[src/rtl/shadow_pkg.sv]
package shadow_pkg;
  localparam int unsigned DEF_ADDR_W    = 20;
  localparam int unsigned DEF_DATA_W    = 32;
  localparam int unsigned DEF_BASE      = 'hC0000;
  localparam int unsigned DEF_SEG_SHIFT = 14;
  localparam int unsigned DEF_N_SMALL   = 12;

  // decoded per-segment attribute
  typedef struct packed {
    logic wr_ram;  // writes reach shadow RAM
    logic rd_ram;  // reads served from shadow RAM
  } seg_attr_t;
endpackage

[src/rtl/shadow_attr_regs.sv]
module shadow_attr_regs #(
  parameter int unsigned DATA_W = 32,
  parameter int unsigned N_REG  = 2,
  localparam int unsigned NB    = DATA_W / 8,
  localparam int unsigned SEL_W = (N_REG > 1) ? $clog2(N_REG) : 1
) (
  input  logic                    clk,
  input  logic                    rst_n,
  input  logic                    cfg_we,
  input  logic [SEL_W-1:0]        cfg_sel,
  input  logic [DATA_W-1:0]       cfg_wdata,
  input  logic [NB-1:0]           cfg_be,
  output logic [N_REG*DATA_W-1:0] regs_flat
);
  always_ff @(posedge clk or negedge rst_n) begin
    if (!rst_n) begin
      regs_flat <= '0;
    end else if (cfg_we) begin
      for (int r = 0; r < N_REG; r++) begin
        for (int b = 0; b < NB; b++) begin
          if (cfg_sel == SEL_W'(r) && cfg_be[b])
            regs_flat[r*DATA_W + 8*b +: 8] <= cfg_wdata[8*b +: 8];
        end
      end
    end
  end
endmodule

[src/rtl/shadow_seg_decode.sv]
module shadow_seg_decode #(
  parameter int unsigned ADDR_W    = 20,
  parameter int unsigned BASE      = 'hC0000,
  parameter int unsigned SEG_SHIFT = 14,
  parameter int unsigned N_SMALL   = 12,
  localparam int unsigned IDX_W    = $clog2(N_SMALL + 1)
) (
  input  logic [ADDR_W-1:0] addr,
  output logic              hit,
  output logic [IDX_W-1:0]  seg,
  output logic [ADDR_W-1:0] offset
);
  logic [ADDR_W-1:0] diff;
  logic [ADDR_W-1:0] raw;

  assign hit    = addr >= ADDR_W'(BASE);
  assign diff   = addr - ADDR_W'(BASE);
  assign raw    = diff >> SEG_SHIFT;
  assign offset = hit ? diff : '0;

  always_comb begin
    if (!hit)                         seg = '0;
    else if (raw >= ADDR_W'(N_SMALL)) seg = IDX_W'(N_SMALL);
    else                              seg = raw[IDX_W-1:0];
  end
endmodule

[src/rtl/shadow_attr_select.sv]
module shadow_attr_select
  import shadow_pkg::*;
#(
  parameter int unsigned DATA_W   = 32,
  parameter int unsigned N_SMALL  = 12,
  parameter int unsigned LOW_CNT  = 4,   // small segments held in word 0
  parameter int unsigned LOW_BASE = 16,  // bit of word 0 holding segment 0
  parameter int unsigned TOP_POS  = 12,  // bit of word 0 holding top segment
  localparam int unsigned IDX_W   = $clog2(N_SMALL + 1),
  localparam int unsigned N_SLOT  = 2 ** IDX_W
) (
  input  logic [2*DATA_W-1:0] regs_flat,
  input  logic [IDX_W-1:0]    seg,
  output seg_attr_t           attr
);
  logic [3:0] nib [N_SLOT];

  for (genvar g = 0; g < N_SLOT; g++) begin : g_slot
    if (g == N_SMALL) begin : g_top
      assign nib[g] = regs_flat[TOP_POS +: 4];
    end else if (g < LOW_CNT) begin : g_low
      assign nib[g] = regs_flat[LOW_BASE + 4*g +: 4];
    end else if (g < N_SMALL) begin : g_high
      assign nib[g] = regs_flat[DATA_W + 4*(g - LOW_CNT) +: 4];
    end else begin : g_unused
      assign nib[g] = 4'h0;
    end
  end

  logic [3:0] sel_nib;
  assign sel_nib     = nib[seg];
  assign attr.rd_ram = sel_nib[0];
  assign attr.wr_ram = sel_nib[1];
endmodule

[src/rtl/shadow_attr_ctrl.sv]
module shadow_attr_ctrl
  import shadow_pkg::*;
#(
  parameter int unsigned ADDR_W    = DEF_ADDR_W,
  parameter int unsigned DATA_W    = DEF_DATA_W,
  parameter int unsigned BASE      = DEF_BASE,
  parameter int unsigned SEG_SHIFT = DEF_SEG_SHIFT,
  parameter int unsigned N_SMALL   = DEF_N_SMALL,
  localparam int unsigned NB       = DATA_W / 8,
  localparam int unsigned IDX_W    = $clog2(N_SMALL + 1)
) (
  input  logic              clk,
  input  logic              rst_n,
  input  logic              cfg_we,
  input  logic              cfg_sel,
  input  logic [DATA_W-1:0] cfg_wdata,
  input  logic [NB-1:0]     cfg_be,
  input  logic              acc_valid,
  output logic              acc_ready,
  input  logic [ADDR_W-1:0] acc_addr,
  input  logic              acc_write,
  input  logic [NB-1:0]     acc_be,
  output logic              out_valid,
  input  logic              out_ready,
  output logic              out_hit,
  output logic              out_write,
  output logic              out_ram_rd,
  output logic              out_rom_rd,
  output logic [NB-1:0]     out_ram_wstrb,
  output logic [ADDR_W-1:0] out_offset
);
  typedef struct packed {
    logic              hit;
    logic              write;
    logic              ram_rd;
    logic              rom_rd;
    logic [NB-1:0]     wstrb;
    logic [ADDR_W-1:0] offset;
  } decision_t;

  logic [2*DATA_W-1:0] regs_flat;
  logic                hit;
  logic [IDX_W-1:0]    seg;
  logic [ADDR_W-1:0]   offset;
  seg_attr_t           attr;
  decision_t           dec_d, dec_q;
  logic                st_valid;

  shadow_attr_regs #(.DATA_W(DATA_W), .N_REG(2)) u_regs (
    .clk, .rst_n, .cfg_we, .cfg_sel, .cfg_wdata, .cfg_be, .regs_flat
  );

  shadow_seg_decode #(
    .ADDR_W(ADDR_W), .BASE(BASE), .SEG_SHIFT(SEG_SHIFT), .N_SMALL(N_SMALL)
  ) u_dec (
    .addr(acc_addr), .hit, .seg, .offset
  );

  shadow_attr_select #(.DATA_W(DATA_W), .N_SMALL(N_SMALL)) u_sel (
    .regs_flat, .seg, .attr
  );

  always_comb begin
    dec_d.hit    = hit;
    dec_d.write  = acc_write;
    dec_d.ram_rd = hit && !acc_write && attr.rd_ram;
    dec_d.rom_rd = hit && !acc_write && !attr.rd_ram;
    dec_d.wstrb  = (hit && acc_write && attr.wr_ram) ? acc_be : '0;
    dec_d.offset = offset;
  end

  assign acc_ready = !st_valid || out_ready;

  always_ff @(posedge clk or negedge rst_n) begin
    if (!rst_n) begin
      st_valid <= 1'b0;
      dec_q    <= '0;
    end else if (acc_ready) begin
      st_valid <= acc_valid;
      if (acc_valid) dec_q <= dec_d;
    end
  end

  assign out_valid     = st_valid;
  assign out_hit       = dec_q.hit;
  assign out_write     = dec_q.write;
  assign out_ram_rd    = dec_q.ram_rd;
  assign out_rom_rd    = dec_q.rom_rd;
  assign out_ram_wstrb = dec_q.wstrb;
  assign out_offset    = dec_q.offset;
endmodule

[config.mk]
export PLATFORM = sky130hd
export DESIGN_NAME = shadow_attr_ctrl
export DESIGN_NICKNAME = d
export VERILOG_FILES = /design/src/rtl/shadow_pkg.sv /design/src/rtl/shadow_attr_regs.sv /design/src/rtl/shadow_seg_decode.sv /design/src/rtl/shadow_attr_select.sv /design/src/rtl/shadow_attr_ctrl.sv
export SDC_FILE = /design/constraint.sdc
export NUM_CORES = 1
export LEC_CHECK = 0
export BUFFER_PORTS_ARGS = -buffer_cell sky130_fd_sc_hd__buf_2
export CAP_MARGIN = 10
export CORE_ASPECT_RATIO = 0.9
export CORE_MARGIN = 2
export CORE_UTILIZATION = 31
export DETAILED_ROUTE_END_ITERATION = 7
export PLACE_DENSITY = 0.57
export SLEW_MARGIN = 20
export SYNTH_ARGS = -nofsm -noshare
export SYNTH_HDL_FRONTEND = slang
export SYNTH_HIERARCHICAL = 1
export SYNTH_SLANG_ARGS = --single-unit
[constraint.sdc]
create_clock -name clk -period 2 [get_ports clk]
set_input_delay 0.6 -clock clk [delete_from_list [all_inputs] [get_ports clk]]
set_output_delay 0.6 -clock clk [all_outputs]
set_load 0.01 [all_outputs]
; Word-level counts from Yosys, hierarchy flattened
; Index checks and enable logic that the tools add are counted.
[word_totals]
register_bits = 85
out_inout_bits = 30
wordCells = 51
[op_classes]
n_addsub = 1
n_lt_le_gt_ge = 3
n_mux = 7
bitwise = 2
n_reduce_logical = 24
[op_table]
columns = cell, n
row1 = "20-bit greater-or-equal comparator, second input constant", 1
row2 = 20-bit two-way mux, 1
row3 = "20-bit subtractor, second input constant", 1
row4 = 4-bit binary-select mux with 4-bit select, 1
row5 = 2-bit AND reduction, 8
row6 = 1-bit logical AND, 12
row7 = 4-bit two-way mux, 3
row8 = "6-bit by 4-bit greater-or-equal comparator with 1-bit output, second input constant", 1
row9 = "5-bit greater-or-equal comparator, second input constant", 1
row10 = 4-bit NOT with 5-bit output, 1
row11 = 2-bit two-way mux, 2
row12 = 1-bit zero test, 3
row13 = 1-bit logical OR, 1
row14 = 1-bit NOT, 1

; Longest topological paths before layout
[logic_depth]
ltp_word = 10
ltp_mapped = 10
depth_no_buf = 9

; By module
; Netlist, hierarchy kept.
[modules_own_cells]
columns = module, instances, cells_per_inst, area_per_inst_um2, seq_area_each_um2
row1 = shadow_attr_regs, 1, 138, 2502.4, 1601.5
row2 = shadow_attr_ctrl, 1, 70, 1186.1, 725.7
row3 = shadow_attr_select, 1, 22, 239.0, 0.0
row4 = shadow_seg_decode, 1, 30, 214.0, 0.0

; Worst setup path after synthesis
; No wires, ideal clock.
[synth_path]
path_kind = input to register
startpoint = in acc_addr[18]
endpoint = reg dec_q, in the netlist out_ram_rd
arrival_time_ns = 2.479
t_required_ns = 1.875
slack_ns = -0.603
path_stages = 10
path_cell_list = ha_1 > nand2_1 > a31oi_1 > buf_6 > mux4_2 > nor2b_1 > o21ai_1 > o21ai_1 > and3b_1 > mux2_2
[synth_rtl]
columns = element, line_no
row1 = "start, declared", shadow_attr_ctrl.sv:20  ; input logic [ADDR_W-1:0] acc_addr,
row2 = "end signal, assigned", shadow_attr_ctrl.sv:77  ; dec_q <= '0;
row3 = "end signal, assigned", shadow_attr_ctrl.sv:80  ; if (acc_valid) dec_q <= dec_d;
row4 = "end, declared", shadow_attr_ctrl.sv:46  ; decision_t dec_d, dec_q;

==> results.yml <==
status:
  outcome: "finished, violations left"
  violations: "setup timing"
finish:
  instances_no_fill: 403
  final_layout_size_suffix_gt1_frac: 0.680
  fin_area_mm2: 0.00363
  final_util: 0.423
  syn2layout_area_growth_pct: 32.5
  fillers: 836
  nets: 352
  antennaDiodeCount: 0
clock_tree:
  cts-root-buf: "clkbuf_8"
  clk_transition_reported_paths_ns: 0.10
  postCtsHoldBufs: 0
  clock_latency_ns: 0.31
  numClockSinks: 55
  clockBufferDepth: 2
  numCtsBuffers: 5
  cts-htree-levels: 2
  tritoncts: "done"
grt:
  antenna_found_initial: 0
  grt-ovfl-total: 0
  track_usage: 0.125
  grt_pass1_vias: 1906
  grt_max_degree: 33
  grt_pass1_wl_mm: 9.34
placed_design:
  pre_cts_slack_ns: -0.619
  dpl_cell_area_mm2: 0.00336
  dp_cells: 392
  gp_congestion: 0.786
  hpwl_mm: 4.48
  port_buffers: 80
critical_path:
  startpoint_type: "primary input"
  end_kind: "register"
  worstSetupPathType: "in -> reg"
  arrival_ns: 2.40
  cp_max_fo: 2
  crit_required_ns: 2.20
sta:
  tns_ns: -0.949
  fin_ws_ns: -0.199
  tightest_slew_ns: 0.440
  period_share: 1.10
  relSlewSlack: 0.707
  final-hold-violation-count: 0
  whs_ns: 0.129
  slew_violations: 0
  setup_viol: 6
  rsz0062_at_grt: "true"
  min_period_ns: 2.20
  fmax_mhz: 455
  finClkSkew_ns: 0.00746
synthesis:
  syn_area_mm2: 0.00274
  ys_warn_count: 6
  syn_area_per_cell_um2: 15.0
  syn-instance-count: 183
  syn_nets: 252
route:
  vias: 1816
  via_per_inst: 4.51
  wl_mm: 5.81
  wl_per_cell_um: 14.4
  drt_iter0_markers: 27
  drtPass1Iterations: 4
  drcViolationCount: 0
  ant_nets: 0
floorplanning:
  core_area_mm2: 0.00857
  die_x_um: 103
  start_util: 0.320
  die_h_um: 93.2
  num_rows: 32
  dieArea_mm2: 0.00960
  pin_count: 97
pwr:
  ir_drop_mv: 0.363
  total_power_mw: 2.76
  powerDensity_mw_per_mm2: 761
  clkPwrFrac: 0.315
  power.internal_mw: 2.08
  combPwrFrac: 0.201
  p_sw_frac: 0.246
  leakagePower_nw: 1.80
  seqPwrFrac: 0.483
  power.net_switching_uw: 679
worst_hold_path:
  hp-class: "in -> async"
run:
  drv_cap: 0
## power by group through the flow
stage / clock (mW) / sequential, mW / combinational [mW]
global placement: 0 / 1.36 / 0.513
detailed placement: 0 / 1.36 / 0.520
finish: 0.871 / 1.34 / 0.556
CTS: 0.901 / 1.34 / 0.540
floorplan: 0 / 1.35 / 0.312
global route: 0.948 / 1.35 / 0.608
## placed cells by master, fill, tap and decap left out, types with 3 or more instances in the layout
cell type,n
and2_2,4
dfrtp_1,55
mux4_2,5
nand3_1,4
mux2_4,18
clkbuf_8,5
nor2b_4,3
buf_4,19
and2_1,14
mux2_2,32
o21ai_2,3
o2bb2ai_2,4
nand3_4,4
buf_2,78
mux2i_1,4
nand3b_4,3
## what timing repair did
| action | CTS | global route |
|---|---|---|
| pin swaps | 12 | 5 |
| buffers inserted | 2 | 1 |
| hold endpoints to repair | 0 | 0 |
| resized for setup | 16 | 11 |
| setup endpoints to repair | 6 | 6 |
## cell type report
class	instances	area (um^2)	share of cell area
Clock buffer	5	68.8	0.0190
Multi-Input combinational cell	117	1350	0.373
Tap cell	119	149	0.0410
Timing Repair Buffer	102	606	0.167
Sequential cell	55	1380	0.379
Inverter	2	7.51	0.00207
Clock inverter	3	67.6	0.0186
## per-layer routing
layer  vias to the layer above  track usage  part of all wire
met4                         0       0.0362             0.012
met5                         -            0                 0
met2                        64        0.201              0.44
met1                       889        0.166              0.47
li1                        855            -                 -
met3                         8       0.0344             0.073
## worst max-delay path: stages
cell     delay (ns)
buf_8          0.11
ha_4           0.15
a31oi_1        0.16
buf_4          0.15
mux4_2         0.51
nor2b_4        0.14
o21ai_2        0.11
o21ai_2        0.07
and3b_1        0.15
mux2_2         0.25
## sequential cells by signal, summed over array words and instances (netlist names)
register          count
out_ram_wstrb         4
out_ram_rd            1
out_write             1
out_valid             1
out_hit               1
out_rom_rd            1
out_offset           20
u_regs/regs_flat     26
## worst paths after layout
| kind | start | endpoint | slack (ns) | cells past startpoint |
|---|---|---|---|---|
| max in group asynchronous | rst_n | u_regs/regs_flat[37] | 1.39 | 2 |
| min in group clk | out_ram_wstrb[2] | out_ram_wstrb[2] | 0.50 | 1 |
| max reg2reg | u_regs/regs_flat[44] | out_ram_rd | 0.27 | 6 |
| min reg2reg | out_ram_wstrb[2] | out_ram_wstrb[2] | 0.50 | 1 |
| min | rst_n | out_offset[0] | 0.13 | 1 |
| max | acc_addr[19] | out_ram_rd | -0.20 | 10 |
Power figures use the tool's default switching activity.
